<file path="config.mk">
export PLATFORM = sky130hd
export DESIGN_NAME = dual_len_decoder
export DESIGN_NICKNAME = d
export VERILOG_FILES = /design/src/rtl/dec_pkg.sv /design/src/rtl/dec_fields.sv /design/src/rtl/dec_ctrl_map.sv /design/src/rtl/dec_out_stage.sv /design/src/rtl/dual_len_decoder.sv
export SDC_FILE = /design/constraint.sdc
export NUM_CORES = 1
export LEC_CHECK = 0
export BUFFER_PORTS_ARGS = -buffer_cell sky130_fd_sc_hd__clkbuf_2
export CAP_MARGIN = 40
export CORE_UTILIZATION = 39
export DETAILED_ROUTE_END_ITERATION = 10
export PLACE_DENSITY = 0.69
export SKIP_CTS_REPAIR_TIMING = 1
export SLEW_MARGIN = 20
export SYNTH_ARGS = -nofsm -noshare
export SYNTH_HDL_FRONTEND = slang
export SYNTH_SLANG_ARGS = --single-unit
export TNS_END_PERCENT = 50
</file>
<file path="constraint.sdc">
create_clock -name clk -period 1.1 [get_ports clk]
set_clock_uncertainty 0.05 [all_clocks]
set_input_delay 0.11 -clock clk [delete_from_list [all_inputs] [get_ports clk]]
set_output_delay 0.11 -clock clk [all_outputs]
set_load 0.005 [all_outputs]
</file>
<file path="src/rtl/dec_pkg.sv">
package dec_pkg;

    localparam int ALU_N = 21;
    localparam int JMP_N = 8;
    localparam int ALU_IW = $clog2(ALU_N);
    localparam int JMP_IW = $clog2(JMP_N);

    localparam logic [7:0] LONG_BASE = 8'h20;

    typedef enum logic [ALU_IW-1:0] {
        ALU_MOVE = 5'd0,
        ALU_AND  = 5'd1,
        ALU_OR   = 5'd2,
        ALU_INV  = 5'd3,
        ALU_XOR  = 5'd4,
        ALU_ADD  = 5'd5,
        ALU_ADDC = 5'd6,
        ALU_SUB  = 5'd7,
        ALU_SUBB = 5'd8,
        ALU_INC  = 5'd9,
        ALU_DEC  = 5'd10,
        ALU_NEG  = 5'd11,
        ALU_SHL  = 5'd12,
        ALU_SHR  = 5'd13,
        ALU_SAL  = 5'd14,
        ALU_SAR  = 5'd15,
        ALU_RCL  = 5'd16,
        ALU_RCR  = 5'd17,
        ALU_CMP  = 5'd18,
        ALU_LINK = 5'd19,
        ALU_IMM  = 5'd20
    } alu_op_e;

    typedef enum logic [JMP_IW-1:0] {
        JK_REG    = 3'd0,
        JK_ALWAYS = 3'd1,
        JK_ZERO   = 3'd2,
        JK_NZERO  = 3'd3,
        JK_LESS   = 3'd4,
        JK_NLESS  = 3'd5,
        JK_GREAT  = 3'd6,
        JK_NGREAT = 3'd7
    } jump_kind_e;

    typedef struct packed {
        logic [ALU_N-1:0] alu_sel;
        logic             reg_we;
        logic             mem_rd;
        logic             mem_wr;
        logic             port_in;
        logic             port_out;
        logic [JMP_N-1:0] jump_sel;
        logic             illegal;
    } ctrl_t;

endpackage

</file>
<file path="src/rtl/dec_fields.sv">
module dec_fields #(
    parameter int WORD_W = 32,
    parameter int OP_W   = 8,
    parameter int RIDX_W = 4,
    parameter int IMM_W  = 16
) (
    input  logic [WORD_W-1:0] word_i,
    output logic              is_long_o,
    output logic [OP_W-1:0]   opcode_o,
    output logic [RIDX_W-1:0] reg_a_o,
    output logic [RIDX_W-1:0] reg_b_o,
    output logic [IMM_W-1:0]  imm_o
);
    localparam int RA_LO  = OP_W;
    localparam int RB_LO  = OP_W + RIDX_W;
    localparam int IMM_LO = WORD_W - IMM_W;

    always_comb begin
        opcode_o  = word_i[OP_W-1:0];
        reg_a_o   = word_i[RA_LO +: RIDX_W];
        reg_b_o   = word_i[RB_LO +: RIDX_W];
        is_long_o = (word_i[OP_W-1:0] >= OP_W'(dec_pkg::LONG_BASE));
        if (is_long_o) begin
            imm_o = word_i[IMM_LO +: IMM_W];
        end else begin
            imm_o = '0;
        end
    end

endmodule

</file>
<file path="src/rtl/dec_ctrl_map.sv">
module dec_ctrl_map
    import dec_pkg::*;
#(
    parameter int OP_W = 8
) (
    input  logic [OP_W-1:0] opcode_i,
    output ctrl_t           ctrl_o
);
    alu_op_e    alu_op;
    logic       alu_en;
    jump_kind_e jk;
    logic       jk_en;
    logic       we, rd, wr, pin, pout, bad;

    always_comb begin
        alu_op = ALU_MOVE;
        alu_en = 1'b0;
        jk     = JK_REG;
        jk_en  = 1'b0;
        we     = 1'b0;
        rd     = 1'b0;
        wr     = 1'b0;
        pin    = 1'b0;
        pout   = 1'b0;
        bad    = 1'b0;
        case (opcode_i)
            OP_W'(8'h00): ;
            OP_W'(8'h01): begin alu_op = ALU_MOVE; alu_en = 1'b1; we = 1'b1; end
            OP_W'(8'h02): begin alu_op = ALU_AND;  alu_en = 1'b1; we = 1'b1; end
            OP_W'(8'h03): begin alu_op = ALU_OR;   alu_en = 1'b1; we = 1'b1; end
            OP_W'(8'h04): begin alu_op = ALU_INV;  alu_en = 1'b1; we = 1'b1; end
            OP_W'(8'h05): begin alu_op = ALU_XOR;  alu_en = 1'b1; we = 1'b1; end
            OP_W'(8'h06): begin alu_op = ALU_ADD;  alu_en = 1'b1; we = 1'b1; end
            OP_W'(8'h07): begin alu_op = ALU_SUB;  alu_en = 1'b1; we = 1'b1; end
            OP_W'(8'h08): begin alu_op = ALU_INC;  alu_en = 1'b1; we = 1'b1; end
            OP_W'(8'h09): begin alu_op = ALU_DEC;  alu_en = 1'b1; we = 1'b1; end
            OP_W'(8'h0A): begin alu_op = ALU_SHL;  alu_en = 1'b1; we = 1'b1; end
            OP_W'(8'h0B): begin alu_op = ALU_SHR;  alu_en = 1'b1; we = 1'b1; end
            OP_W'(8'h0C): begin alu_op = ALU_RCL;  alu_en = 1'b1; we = 1'b1; end
            OP_W'(8'h0D): begin alu_op = ALU_RCR;  alu_en = 1'b1; we = 1'b1; end
            OP_W'(8'h0E): begin alu_op = ALU_CMP;  alu_en = 1'b1; end
            OP_W'(8'h0F): begin rd = 1'b1; we = 1'b1; end
            OP_W'(8'h10): begin wr = 1'b1; end
            OP_W'(8'h11): begin pin = 1'b1; we = 1'b1; end
            OP_W'(8'h12): begin pout = 1'b1; end
            OP_W'(8'h13): begin alu_op = ALU_ADDC; alu_en = 1'b1; we = 1'b1; end
            OP_W'(8'h14): begin alu_op = ALU_SUBB; alu_en = 1'b1; we = 1'b1; end
            OP_W'(8'h15): begin alu_op = ALU_NEG;  alu_en = 1'b1; we = 1'b1; end
            OP_W'(8'h16): begin alu_op = ALU_SAL;  alu_en = 1'b1; we = 1'b1; end
            OP_W'(8'h17): begin alu_op = ALU_SAR;  alu_en = 1'b1; we = 1'b1; end
            OP_W'(8'h18): begin jk = JK_REG; jk_en = 1'b1; end
            OP_W'(8'h19): begin alu_op = ALU_LINK; alu_en = 1'b1; we = 1'b1; end
            OP_W'(8'h20): begin alu_op = ALU_IMM;  alu_en = 1'b1; we = 1'b1; end
            OP_W'(8'h21): begin jk = JK_ALWAYS; jk_en = 1'b1; end
            OP_W'(8'h22): begin jk = JK_ZERO;   jk_en = 1'b1; end
            OP_W'(8'h23): begin jk = JK_NZERO;  jk_en = 1'b1; end
            OP_W'(8'h24): begin jk = JK_LESS;   jk_en = 1'b1; end
            OP_W'(8'h25): begin jk = JK_NLESS;  jk_en = 1'b1; end
            OP_W'(8'h26): begin jk = JK_GREAT;  jk_en = 1'b1; end
            OP_W'(8'h27): begin jk = JK_NGREAT; jk_en = 1'b1; end
            default:      bad = 1'b1;
        endcase
    end

    for (genvar g = 0; g < ALU_N; g++) begin : g_alu_hot
        assign ctrl_o.alu_sel[g] = alu_en && (alu_op == alu_op_e'(g));
    end

    for (genvar g = 0; g < JMP_N; g++) begin : g_jmp_hot
        assign ctrl_o.jump_sel[g] = jk_en && (jk == jump_kind_e'(g));
    end

    assign ctrl_o.reg_we   = we;
    assign ctrl_o.mem_rd   = rd;
    assign ctrl_o.mem_wr   = wr;
    assign ctrl_o.port_in  = pin;
    assign ctrl_o.port_out = pout;
    assign ctrl_o.illegal  = bad;

endmodule

</file>
<file path="src/rtl/dec_out_stage.sv">
module dec_out_stage #(
    parameter int W       = 8,
    parameter bit REG_OUT = 1'b1
) (
    input  logic         clk,
    input  logic         rst_n,
    input  logic [W-1:0] d_i,
    output logic [W-1:0] q_o
);
    if (REG_OUT) begin : g_reg
        logic [W-1:0] q_r;
        always_ff @(posedge clk or negedge rst_n) begin
            if (!rst_n) begin
                q_r <= '0;
            end else begin
                q_r <= d_i;
            end
        end
        assign q_o = q_r;
    end else begin : g_wire
        logic unused_clk;
        assign unused_clk = clk ^ rst_n;
        assign q_o = d_i;
    end

endmodule

</file>
<file path="src/rtl/dual_len_decoder.sv">
module dual_len_decoder
    import dec_pkg::*;
#(
    parameter int WORD_W  = 32,
    parameter int OP_W    = 8,
    parameter int RIDX_W  = 4,
    parameter int IMM_W   = 16,
    parameter bit REG_OUT = 1'b1
) (
    input  logic              clk,
    input  logic              rst_n,
    input  logic [WORD_W-1:0] instr_word,
    output logic              is_long,
    output logic [OP_W-1:0]   opcode,
    output logic [RIDX_W-1:0] reg_a,
    output logic [RIDX_W-1:0] reg_b,
    output logic [IMM_W-1:0]  imm,
    output logic [ALU_N-1:0]  alu_sel,
    output logic              reg_we,
    output logic              mem_rd,
    output logic              mem_wr,
    output logic              port_in,
    output logic              port_out,
    output logic [JMP_N-1:0]  jump_sel,
    output logic              illegal
);
    typedef struct packed {
        logic              is_long;
        logic [OP_W-1:0]   opcode;
        logic [RIDX_W-1:0] reg_a;
        logic [RIDX_W-1:0] reg_b;
        logic [IMM_W-1:0]  imm;
        ctrl_t             ctrl;
    } dec_t;

    localparam int DEC_W = $bits(dec_t);

    dec_t             dec_c;
    dec_t             dec_q;
    logic [DEC_W-1:0] dec_q_v;

    dec_fields #(
        .WORD_W (WORD_W),
        .OP_W   (OP_W),
        .RIDX_W (RIDX_W),
        .IMM_W  (IMM_W)
    ) u_fields (
        .word_i    (instr_word),
        .is_long_o (dec_c.is_long),
        .opcode_o  (dec_c.opcode),
        .reg_a_o   (dec_c.reg_a),
        .reg_b_o   (dec_c.reg_b),
        .imm_o     (dec_c.imm)
    );

    dec_ctrl_map #(
        .OP_W (OP_W)
    ) u_map (
        .opcode_i (dec_c.opcode),
        .ctrl_o   (dec_c.ctrl)
    );

    dec_out_stage #(
        .W       (DEC_W),
        .REG_OUT (REG_OUT)
    ) u_stage (
        .clk   (clk),
        .rst_n (rst_n),
        .d_i   (dec_c),
        .q_o   (dec_q_v)
    );

    assign dec_q    = dec_t'(dec_q_v);
    assign is_long  = dec_q.is_long;
    assign opcode   = dec_q.opcode;
    assign reg_a    = dec_q.reg_a;
    assign reg_b    = dec_q.reg_b;
    assign imm      = dec_q.imm;
    assign alu_sel  = dec_q.ctrl.alu_sel;
    assign reg_we   = dec_q.ctrl.reg_we;
    assign mem_rd   = dec_q.ctrl.mem_rd;
    assign mem_wr   = dec_q.ctrl.mem_wr;
    assign port_in  = dec_q.ctrl.port_in;
    assign port_out = dec_q.ctrl.port_out;
    assign jump_sel = dec_q.ctrl.jump_sel;
    assign illegal  = dec_q.ctrl.illegal;

    // ALU select never carries two operations
    p_alu_onehot_r3: assert property (@(posedge clk) disable iff (!rst_n)
        $onehot0(alu_sel));

    // jump kind never carries two kinds
    p_jump_onehot_r7: assert property (@(posedge clk) disable iff (!rst_n)
        $onehot0(jump_sel));

    // an undefined opcode drives no control
    p_illegal_quiet_r8: assert property (@(posedge clk) disable iff (!rst_n)
        illegal |-> (alu_sel == '0 && !reg_we && !mem_rd && !mem_wr
                     && !port_in && !port_out && jump_sel == '0));

    // side effects are mutually exclusive
    p_one_effect_r9: assert property (@(posedge clk) disable iff (!rst_n)
        $countones({mem_rd, mem_wr, port_in, port_out, |jump_sel}) <= 1);

    // a jump never writes a register
    p_jump_no_write_r4: assert property (@(posedge clk) disable iff (!rst_n)
        (|jump_sel) |-> !reg_we);

    // short words carry no immediate
    p_short_imm_zero_r2: assert property (@(posedge clk) disable iff (!rst_n)
        !is_long |-> (imm == '0));

    // a short illegal word lies in the gap above the last short opcode
    p_short_gap_r1: assert property (@(posedge clk) disable iff (!rst_n)
        (illegal && !is_long) |-> (opcode >= OP_W'(8'h1A) && opcode <= OP_W'(8'h1F)));

endmodule

</file>
After elaboration in Yosys (flattened, before gate mapping)

Index checks and enable logic that the tools add are counted.

Register bits: 68
Latch bits: 0
Memory bits (writable): 0
Memory bits (read-only): 0
Input bits: 34
Output and inout bits: 68
Memories: 0

Add/sub/neg operators: 0
Multipliers: 0
Div/mod/pow operators: 0
$lt $le $gt $ge: 1
Equal/unequal tests: 60
Shift-type cells: 0
Muxes and demuxes: 11
Bitwise operators: 0
Reductions and logical operators: 36

Operators by type and width:

| cell                                                                  | number |
|---|---|
| 5-bit one-hot mux with 20 select lines                                | 1 |
| 8-bit by 5-bit equality test with 1-bit output, second input constant | 10 |
| 8-bit by 4-bit equality test with 1-bit output, second input constant | 8 |
| 8-bit by 6-bit equality test with 1-bit output, second input constant | 8 |
| 5-bit by 4-bit equality test with 1-bit output, second input constant | 8 |
| 34-bit OR reduction                                                   | 1 |
| 8-bit by 3-bit equality test with 1-bit output, second input constant | 4 |
| 1-bit logical AND                                                     | 29 |
| 5-bit equality test, second input constant                            | 5 |
| 22-bit OR reduction                                                   | 1 |
| 3-bit one-hot mux with 7 select lines                                 | 1 |
| 21-bit OR reduction                                                   | 1 |
| 5-bit by 3-bit equality test with 1-bit output, second input constant | 4 |
| 8-bit by 2-bit equality test with 1-bit output, second input constant | 2 |
| 16-bit 2-to-1 mux                                                     | 1 |
| 3-bit equality test, second input constant                            | 4 |
| 5-bit by 2-bit equality test with 1-bit output, second input constant | 2 |
| 8-bit by 1-bit equality test with 1-bit output, second input constant | 1 |
| 8-bit by 6-bit >= comparator with 1-bit output, second input constant | 1 |
| 8-bit logical NOT                                                     | 1 |
| 1-bit 2-to-1 mux                                                      | 8 |
| 8-bit OR reduction                                                    | 1 |
| 3-bit by 2-bit equality test with 1-bit output, second input constant | 2 |
| 5-bit by 1-bit equality test with 1-bit output, second input constant | 1 |
| other kinds (3)                                                       | 3 |

Depth between registers and ports, before layout

Gate-level depths: netlist of the first run.

Depth after elaboration: 4
Mapped depth: 6
Depth with buffers taken out: 4

Hierarchy

From an unflattened synthesis of the first run, not the netlist that was laid out.

Cell total of the unflattened synthesis: 201
Area, all modules: 2,646.3 um^2

By module, submodules not included:

| module        | instances | cells each | area each (um^2) | sequential area each (um^2) |
|---|---|---|---|---|
| dec_out_stage | 1         | 68         | 1,701.6          | 1,701.6 |
| dec_ctrl_map  | 1         | 94         | 615.6            | 0.0 |
| dec_fields    | 1         | 39         | 329.1            | 0.0 |

Worst setup path after synthesis of the first run

No wires, ideal clock.

Path kind: input-to-reg
Start point: in instr_word[4]
End point: reg u_stage.g_reg.q_r[0] (netlist: u_stage.q_o[0])
Library setup time: 0.134 ns
Data arrival time: 1.111 ns
Path slack: -0.194 ns
Stages on the path: 6
Cell sequence: buf_6 or4b_1 buf_4 nor2_4 a41o_2 a211oi_2

RTL lines:

| item                   | RTL line               | RTL |
|---|---|---|
| start: declaration     | dual_len_decoder.sv:12 | `input logic [WORD_W-1:0] instr_word,` |
| end signal: assignment | dec_out_stage.sv:16    | `q_r <= d_i;` |
| end: declaration       | dec_out_stage.sv:11    | `logic [W-1:0] q_r;` |

==> impl_metrics.env, run 1 <==
export IMPL_hpwlAfterDp_um=3299
export IMPL_grt_pass1_vias=1621
export IMPL_status="finished, final reports clean"
export IMPL_initial_core_util=0.4035
export IMPL_slowest_stage="or4b_1"
export IMPL_synth_edff_count=0
export IMPL_path_cells="clkbuf_2 -> or4b_1 -> nor2_4 -> a41o_2 -> a211oi_2"
export IMPL_coreArea_sq_um=5507
export IMPL_drtIter0Drc=96
export IMPL_pwr_share_clk=0.450
export IMPL_diodes=0
export IMPL_nets=349
export IMPL_syn_nets=194
export IMPL_synthDistinctLibCells=29
export IMPL_min_from="instr_word[2]"
export IMPL_worstPathRequired_ns=1.26
export IMPL_cts_tree="yes"
export IMPL_fin_util=0.6339
export IMPL_max_vdd_ir_drop_v=0.0009681
export IMPL_post_route_cell_area_sq_um=3491
export IMPL_synth_seq_area_share=0.7658
export IMPL_worst_slew_pin_slew_ns=0.3610
export IMPL_fin_cells=392
export IMPL_syn_area_sq_um=2222
export IMPL_io_buffers=101
export IMPL_clockBufferDepth=2
export IMPL_cp_start_kind="input port"
export IMPL_dr_pass1_iters=4
export IMPL_combPwrFrac=0.083
export IMPL_largest_reg_flops=68
export IMPL_crit_arrival_ns=1.17
export IMPL_min_period_over_period=0.9246
export IMPL_async_reset_ff_frac=1.000
export IMPL_worstSetupPathDepth=5
export IMPL_maxCapViolCount=0
export IMPL_synthMuxAreaShare=0
export IMPL_place_congestion=0.7339
export IMPL_htree_levels=3
export IMPL_synth_compound_area_frac=0.01971
export IMPL_hp_class="input port to register"
export IMPL_synth_top_family_by_area="simple AND/OR/NAND/NOR gates"
export IMPL_place_ws_ns=-0.2690
export IMPL_die_w_um=77.49
export IMPL_total_power_mw=5.555
export IMPL_overflow=0
export IMPL_final_setup_worst_slack_ns=0.08298
export IMPL_crit_buf_inv=1
export IMPL_maxSlewViolCount=0
export IMPL_whs_ns=0.02428
export IMPL_max_freq_mhz=983.3
export IMPL_cts_made_buffers=9
export IMPL_cp_end_kind="register"
export IMPL_dp_cells=347
export IMPL_antenna_found_initial=0
export IMPL_vias_per_cell=4.408
export IMPL_yosys_most_used_dff="dfrtp_1"
export IMPL_drive_gt1_frac=0.4500
export IMPL_cts_sinks=68
export IMPL_wl_per_cell_um=13.16
export IMPL_min_period_ns=1.017
export IMPL_netlist_instances=160
export IMPL_setup_worst_path_start="instr_word[6]"
export IMPL_die_y_um=77.49
export IMPL_rsz0062_at_grt="no"
export IMPL_power_leakage_nw=1.784
export IMPL_synthAdderAreaFrac=0
export IMPL_route_detailed_drc=0
export IMPL_groute_usage_overall=0.1757
export IMPL_cts_root_buffer="clkbuf_8"
export IMPL_max_stage_delay_ns=0.66
export IMPL_powerDensity_nw_per_um2=1591
export IMPL_final_hold_violation_count=0
export IMPL_grt_start_max_net_pins=69
export IMPL_fin_setup_tns_ns=0
export IMPL_seqPwrFrac=0.467
export IMPL_path_class="input port to register"
export IMPL_grt_pass1_wl_um=7817
export IMPL_slew_headroom=0.7579
export IMPL_vias=1728
export IMPL_die_area_sq_um=6004
export IMPL_cts_clk_slew_worst_paths_ns=0.07
export IMPL_routed_wl_um=5160
export IMPL_yosys_area_share_simple=0.1892
export IMPL_switchingPower_mw=1.166
export IMPL_yosys_area_share_xor_xnor=0.003941
export IMPL_switching_share=0.2100
export IMPL_ant_nets=0
export IMPL_synth_warnings=0
export IMPL_placementRows=27
export IMPL_ys_ff_latch=68
export IMPL_crit_family="simple AND/OR/NAND/NOR gates"
export IMPL_dpl_cell_area_sq_um=2952
export IMPL_avgSynthCellArea_sq_um=13.89
export IMPL_setup_violations=0
export IMPL_boundaryPins=102
export IMPL_crit_fanout=4
export IMPL_holdPathStages=3
export IMPL_p_int_mw=4.389
export IMPL_area_delta_synth_final_pct=57.09
==> final cells by class <==
type                    count  area [sq um]
multi-input cells          83         473.0
clock inverters             6         111.4
well taps                  72         90.09
clock buffers              10         137.6
inverters                   1         3.754
repair buffers            152         973.4
flip-flops and latches     68          1702
fillers                   422          2016
==> tightest hold or removal path, cell delays in order <==
cell and delay, ns:
clkbuf_2 0.09, or4_4 0.13, nor2_1 0.04
==> Yosys cell counts (2+ instances only) <==
cell type,count,area (sq um)
clkbuf_1,3,11.26
nand3b_1,2,15.01
nand2_1,5,18.77
buf_2,2,10.01
and2_1,17,106.4
nor2_1,28,105.1
nor3_1,5,25.02
nor4_1,4,25.02
or3_1,2,12.51
dfrtp_1,68,1702
nand2b_1,4,25.02
nand4b_1,2,17.52
nor2b_1,2,12.51
==> power by group through the flow <==
stage	sequential (mW)	clock [mW]	combinational, mW
floorplan	2.65	0	0.107
global placement	2.64	0	0.376
detailed placement	2.64	0	0.381
CTS	2.59	2.56	0.383
global route	2.60	2.69	0.507
finish	2.59	2.50	0.460
==> per-layer routing <==
| layer | vias up | GRT usage | wire length, um | part of all wire |
|---|---|---|---|---|
| met3 | 7 | 0.05059 | 314 | 0.061 |
| met2 | 72 | 0.2761 | 2660 | 0.52 |
| met5 | - | 0 | 0 | 0 |
| met4 | 0 | 0.09623 | 91 | 0.018 |
| li1 | 829 | - | - | - |
| met1 | 820 | 0.2182 | 2094 | 0.41 |
==> path summary, 6_finish.rpt <==
check                                  end  slack (ns)
worst max-delay path        u_stage.q_o[0]        0.08
worst min-delay path       u_stage.q_o[11]        0.02
max in group asynchronous  u_stage.q_o[67]        0.45
min in group asynchronous  u_stage.q_o[64]        0.28
==> cell usage in the layout, fill, tap and decap left out, types with 2 or more instances in the layout <==
master / count
nor2_1: 28
nand4b_1: 2
or3_1: 2
nand2_1: 5
nand2b_1: 4
nor3_1: 5
clkbuf_2: 100
buf_4: 21
clkbuf_8: 10
and2_1: 17
dlygate4sd3_1: 29
nand3b_1: 2
dfrtp_1: 68
bufinv_16: 3
nor2b_1: 2
nor4_1: 4
==> cells by family after synthesis <==
family | Yosys count
DFF | 68
AOI/OAI and AO/OA | 5
and+or+nand+nor | 77
xor gates and xnor gates | 1
buffers and inverters | 9
Power figures use the tool's default switching activity.
==> inputs of run 2 (changes only) <==
--- a/config.mk
+++ b/config.mk
@@ -5,11 +5,12 @@
 export SDC_FILE = /design/constraint.sdc
 export NUM_CORES = 1
 export LEC_CHECK = 0
+export ABC_AREA = 1
 export BUFFER_PORTS_ARGS = -buffer_cell sky130_fd_sc_hd__clkbuf_2
 export CAP_MARGIN = 40
 export CORE_UTILIZATION = 39
 export DETAILED_ROUTE_END_ITERATION = 10
-export PLACE_DENSITY = 0.69
+export PLACE_DENSITY = 0.68
 export SKIP_CTS_REPAIR_TIMING = 1
 export SLEW_MARGIN = 20
 export SYNTH_ARGS = -nofsm -noshare
==> impl_metrics.env, run 2 <==
export IMPL_diodes=0
export IMPL_overflow=0
export IMPL_drive_gt1_frac=0.4238
export IMPL_dr_pass1_iters=4
export IMPL_antenna_found_initial=0
export IMPL_cp_end_kind="register"
export IMPL_synth_seq_area_share=0.7143
export IMPL_grt_start_max_net_pins=69
export IMPL_combPwrFrac=0.097
export IMPL_syn_nets=264
export IMPL_slew_headroom=0.7671
export IMPL_synth_most_common_cell="dfrtp_1"
export IMPL_grt_pass1_vias=1970
export IMPL_largest_reg_flops=68
export IMPL_async_reset_ff_frac=1.000
export IMPL_layout_cells_most_common_list="clkbuf_2, dfrtp_1, nor2_1, buf_4, inv_1"
export IMPL_ys_top_cells_by_area="dfrtp_1, nor2_1, inv_1, nand2_1, nand3_1"
export IMPL_syn_area_sq_um=2382
export IMPL_yosys_area_share_xor_xnor=0
export IMPL_nFillCells=491
export IMPL_holdPathStages=2
export IMPL_max_freq_mhz=994.1
export IMPL_placementRows=28
export IMPL_routed_wl_um=6197
export IMPL_cts_tree="yes"
export IMPL_min_from="instr_word[1]"
export IMPL_place_ws_ns=-0.2692
export IMPL_place_congestion=0.8405
export IMPL_cts_made_buffers=9
export IMPL_hold_end="u_stage.q_o[60]"
export IMPL_synthMuxAreaShare=0
export IMPL_status="finished, final reports clean"
export IMPL_fin_setup_tns_ns=0
export IMPL_clockBufferDepth=2
export IMPL_cts_clk_slew_worst_paths_ns=0.07
export IMPL_die_y_um=80.16
export IMPL_netlist_instances=230
export IMPL_maxSlewViolCount=0
export IMPL_cp_start_kind="input port"
export IMPL_boundaryPins=102
export IMPL_total_power_mw=5.321
export IMPL_pwr_share_clk=0.414
export IMPL_switching_share=0.2263
export IMPL_htree_levels=3
export IMPL_vias=2161
export IMPL_yosysTopAreaCell="dfrtp_1"
export IMPL_ys_top_cells_by_count="dfrtp_1, nor2_1, inv_1"
export IMPL_avgSynthCellArea_sq_um=10.36
export IMPL_nets=449
export IMPL_ys_ff_latch=68
export IMPL_grt_pass1_wl_um=9121
export IMPL_dpl_cell_area_sq_um=3327
export IMPL_io_buffers=101
export IMPL_maxCapViolCount=0
export IMPL_synth_edff_count=0
export IMPL_path_class="input port to register"
export IMPL_yosys_area_share_simple=0.2106
export IMPL_rsz0062_at_grt="no"
export IMPL_synth_top_family_by_area="simple AND/OR/NAND/NOR gates"
export IMPL_min_period_over_period=0.9145
export IMPL_wl_per_cell_um=12.52
export IMPL_post_route_cell_area_sq_um=3854
export IMPL_seqPwrFrac=0.488
export IMPL_cts_sinks=68
export IMPL_yosys_most_used_dff="dfrtp_1"
export IMPL_powerDensity_nw_per_um2=1381
export IMPL_area_delta_synth_final_pct=61.76
export IMPL_max_vdd_ir_drop_v=0.0006678
export IMPL_route_detailed_drc=0
export IMPL_hpwlAfterDp_um=4241
export IMPL_die_area_sq_um=6425
export IMPL_crit_arrival_ns=1.19
export IMPL_hp_class="input port to register"
export IMPL_worst_slew_pin_slew_ns=0.3494
export IMPL_min_period_ns=1.006
export IMPL_ant_nets=0
export IMPL_initial_core_util=0.4024
export IMPL_crit_fanout=8
export IMPL_die_w_um=80.16
export IMPL_setup_violations=0
export IMPL_switchingPower_mw=1.204
export IMPL_drtIter0Drc=66
export IMPL_synth_warnings=0
export IMPL_synthAdderAreaFrac=0
export IMPL_final_common_cell="clkbuf_2"
export IMPL_coreArea_sq_um=5921
export IMPL_vias_per_cell=4.366
export IMPL_final_hold_violation_count=0
export IMPL_power_leakage_nw=2.214
export IMPL_final_setup_worst_slack_ns=0.09409
export IMPL_groute_usage_overall=0.1942
export IMPL_synth_top_cell_area_share=0.7143
export IMPL_synth_compound_area_frac=0.006303
export IMPL_p_int_mw=4.117
export IMPL_synthDistinctLibCells=14
export IMPL_worstPathRequired_ns=1.29
export IMPL_cts_root_buffer="clkbuf_8"
==> run 2: cell types whose count changed after synthesis, moves of 3 or more <==
cell	change
inv_1	+35
nand2_1	+28
nor2_1	+26
and2_1	-17
nand3_1	+8
nor2_2	+7
inv_2	+5
nand2_2	+4
nand2b_1	-4
a21oi_1	+3
clkbuf_1	-3
==> run 2: area by class of cell <==
class	count	area (sq um)	share of cell area
Clock buffer	10	127.6	0.03312
Sequential cell	68	1702	0.4416
Multi-Input combinational cell	119	516.7	0.1341
Clock inverter	6	88.84	0.02305
Tap cell	75	93.84	0.02435
Inverter	41	153.9	0.03994
Timing Repair Buffer	176	1171	0.3039
==> run 2: power by group through the flow <==
stage / clock, mW / combinational, mW / sequential (mW)
finish: 2.20 / 0.518 / 2.60
global route: 2.39 / 0.578 / 2.60
CTS: 2.27 / 0.434 / 2.60
detailed placement: 0 / 0.432 / 2.65
global placement: 0 / 0.424 / 2.64
floorplan: 0 / 0.115 / 2.66
==> run 2: metal layers <==
| layer | vias to the layer above | track usage | wire length [um] |
|---|---|---|---|
| met1 | 1014 | 0.2322 | 2632 |
| met2 | 90 | 0.3205 | 3057 |
| li1 | 1048 | - | - |
| met3 | 9 | 0.06705 | 424 |
| met5 | - | 0 | 0 |
| met4 | 0 | 0.07679 | 82 |
==> run 2: stage by stage <==
stage / hold WS [ns] / cells / utilization
after detailed placement: 0.1203 / 448 / 0.5619
after CTS: -0.2563 / 464 / 0.5985
after global routing: 0.02186 / 495 / 0.6509
after global placement: 0.1025 / 448 / 0.5619
final: 0.02343 / 495 / 0.6509
after floorplan: -0.2356 / 230 / -
==> run 2: cell families (layout without fill, tap and decap cells) <==
| logic type | count (synthesis) | count (layout) |
|---|---|---|
| AND/OR/NAND/NOR | 116 | 116 |
| buffers and inverters | 43 | 233 |
| flip-flops | 68 | 68 |
| AO/OA/AOI/OAI | 3 | 3 |
==> run 2: how the worst max path moves through the flow <==
| stage | startpoint | end | slack (ns) | cells past startpoint |
|---|---|---|---|---|
| floorplan | instr_word[6] | u_stage.q_o[0] | 0.07 | 10 |
| global placement | instr_word[6] | u_stage.q_o[0] | -0.27 | 9 |
| detailed placement | instr_word[6] | u_stage.q_o[0] | -0.27 | 9 |
| CTS | u_stage.q_o[0] | illegal | 0.08 | 1 |
| global route | instr_word[5] | u_stage.q_o[0] | 0.008 | 11 |
| finish | instr_word[7] | u_stage.q_o[0] | 0.09 | 9 |
==> run 2: critical path, stage by stage <==
cell and delay (ns):
clkbuf_2 0.10, inv_1 0.05, nand2_1 0.10, nor2_2 0.33, nand3_1 0.21, nand2_1 0.10, nor2_1 0.04, nand3_1 0.09
nor2_2 0.04
==> inputs of run 3 (changes only) <==
--- a/config.mk
+++ b/config.mk
@@ -8,9 +8,11 @@
 export ABC_AREA = 1
 export BUFFER_PORTS_ARGS = -buffer_cell sky130_fd_sc_hd__clkbuf_2
 export CAP_MARGIN = 40
-export CORE_UTILIZATION = 39
+export CELL_PAD_IN_SITES_DETAIL_PLACEMENT = 0
+export CELL_PAD_IN_SITES_GLOBAL_PLACEMENT = 1
+export CORE_UTILIZATION = 37
 export DETAILED_ROUTE_END_ITERATION = 10
-export PLACE_DENSITY = 0.68
+export PLACE_DENSITY_LB_ADDON = 0.1
 export SKIP_CTS_REPAIR_TIMING = 1
 export SLEW_MARGIN = 20
 export SYNTH_ARGS = -nofsm -noshare
==> impl_metrics.env, run 3 (synthesis gave the netlist of run 2 again) <==
export IMPL_status="finished, final reports clean"
export IMPL_final_hold_violation_count=0
export IMPL_initial_core_util=0.3931
export IMPL_clockBufferDepth=2
export IMPL_grt_pass1_vias=1754
export IMPL_diodes=0
export IMPL_drive_gt1_frac=0.4262
export IMPL_routed_top_layer="met4"
export IMPL_wl_met1_um=2554
export IMPL_routed_wl_um=5640
export IMPL_maxCapViolCount=0
export IMPL_power_leakage_nw=2.205
export IMPL_area_delta_synth_final_pct=60.08
export IMPL_slowest_stage="dfrtp_1"
export IMPL_crit_buf_inv=1
export IMPL_powerDensity_nw_per_um2=1315
export IMPL_largest_reg_flops=68
export IMPL_groute_usage_overall=0.1717
export IMPL_die_area_sq_um=6763
export IMPL_maxSlewViolCount=0
export IMPL_fin_cells=495
export IMPL_path_cells="clkbuf_2"
export IMPL_dp_cells=449
export IMPL_min_period_over_period=0.8927
export IMPL_boundaryPins=102
export IMPL_route_detailed_drc=0
export IMPL_ant_nets=0
export IMPL_wl_per_cell_um=11.39
export IMPL_place_ws_ns=-0.2450
export IMPL_dr_wl_met3_um=346
export IMPL_layout_cells_most_common_list="clkbuf_2, dfrtp_1, nor2_1, buf_4, inv_1"
export IMPL_final_common_cell="clkbuf_2"
export IMPL_coreArea_sq_um=6061
export IMPL_place_congestion=0.8344
export IMPL_nets=449
export IMPL_holdPathStages=2
export IMPL_cts_sinks=68
export IMPL_die_y_um=82.24
export IMPL_cp_end_kind="output port"
export IMPL_hp_class="input port to register"
export IMPL_overflow=0
export IMPL_rsz0062_at_grt="no"
export IMPL_min_period_ns=0.9820
export IMPL_cts_clk_slew_worst_paths_ns=0.07
export IMPL_crit_arrival_ns=0.82
export IMPL_max_freq_mhz=1018
export IMPL_crit_fanout=1
export IMPL_worstPathRequired_ns=0.94
export IMPL_htree_levels=3
export IMPL_drtIter0Drc=71
export IMPL_vias=2057
export IMPL_max_stage_delay_ns=0.38
export IMPL_die_w_um=82.24
export IMPL_grt_start_max_net_pins=69
export IMPL_io_buffers=101
export IMPL_vias_per_cell=4.156
export IMPL_whs_ns=0.003434
export IMPL_placementRows=28
export IMPL_setup_violations=0
export IMPL_slew_headroom=0.7740
export IMPL_dr_pass1_iters=4
export IMPL_antenna_found_initial=0
export IMPL_worstSetupPathDepth=1
export IMPL_cp_start_kind="register"
export IMPL_routed_wl_met2_um=2637
export IMPL_hpwlAfterDp_um=3957
export IMPL_cts_root_buffer="clkbuf_8"
export IMPL_cts_made_buffers=9
export IMPL_path_class="register to output port"
export IMPL_worst_slew_pin_slew_ns=0.3390
export IMPL_final_setup_worst_slack_ns=0.1180
export IMPL_max_vdd_ir_drop_v=0.0007455
export IMPL_crit_family="flip-flops"
export IMPL_cts_tree="yes"
export IMPL_grt_pass1_wl_um=8273
run 3: final timing paths:
kind	start	to	slack, ns
min in group asynchronous	rst_n	u_stage.q_o[51]	0.29
worst min-delay path	instr_word[2]	u_stage.q_o[61]	0.003
worst max-delay path	u_stage.q_o[28]	alu_sel[14]	0.12
max in group asynchronous	rst_n	u_stage.q_o[6]	0.44
run 3: cell type report:
| class | count | area, sq um |
|---|---|---|
| inverters | 41 | 153.9 |
| multi-input cells | 119 | 524.3 |
| clock inverters | 5 | 52.55 |
| clock buffers | 11 | 131.4 |
| flip-flops and latches | 68 | 1702 |
| well taps | 75 | 93.84 |
| fillers | 543 | 2247 |
| repair buffers | 176 | 1156 |
run 3: per-layer routing:
layer | track usage | vias up
met5 | 0 | -
met4 | 0.08947 | 0
met3 | 0.04835 | 9
met2 | 0.2661 | 78
met1 | 0.2178 | 924
li1 | - | 1046
run 3: where the power goes:
| part | switching [mW] | internal [mW] | total (mW) |
|---|---|---|---|
| combinational | 0.244 | 0.260 | 0.504 |
| sequential | 0.0211 | 2.58 | 2.60 |
| clock | 0.879 | 1.04 | 1.91 |
run 3: per-stage QoR:
| step | cell area [sq um] | total power [mW] | utilization | TNS (ns) |
|---|---|---|---|---|
| global route | 3814 | 5.245 | 0.6292 | 0 |
| detailed placement | 3322 | 3.069 | 0.5481 | -0.8533 |
| CTS | 3506 | 4.998 | 0.5784 | 0 |
| global placement | 3322 | 3.064 | 0.5481 | -1.090 |
| finish | 3814 | 5.017 | 0.6292 | 0 |
| floorplan | 2382 | 2.772 | - | 0 |
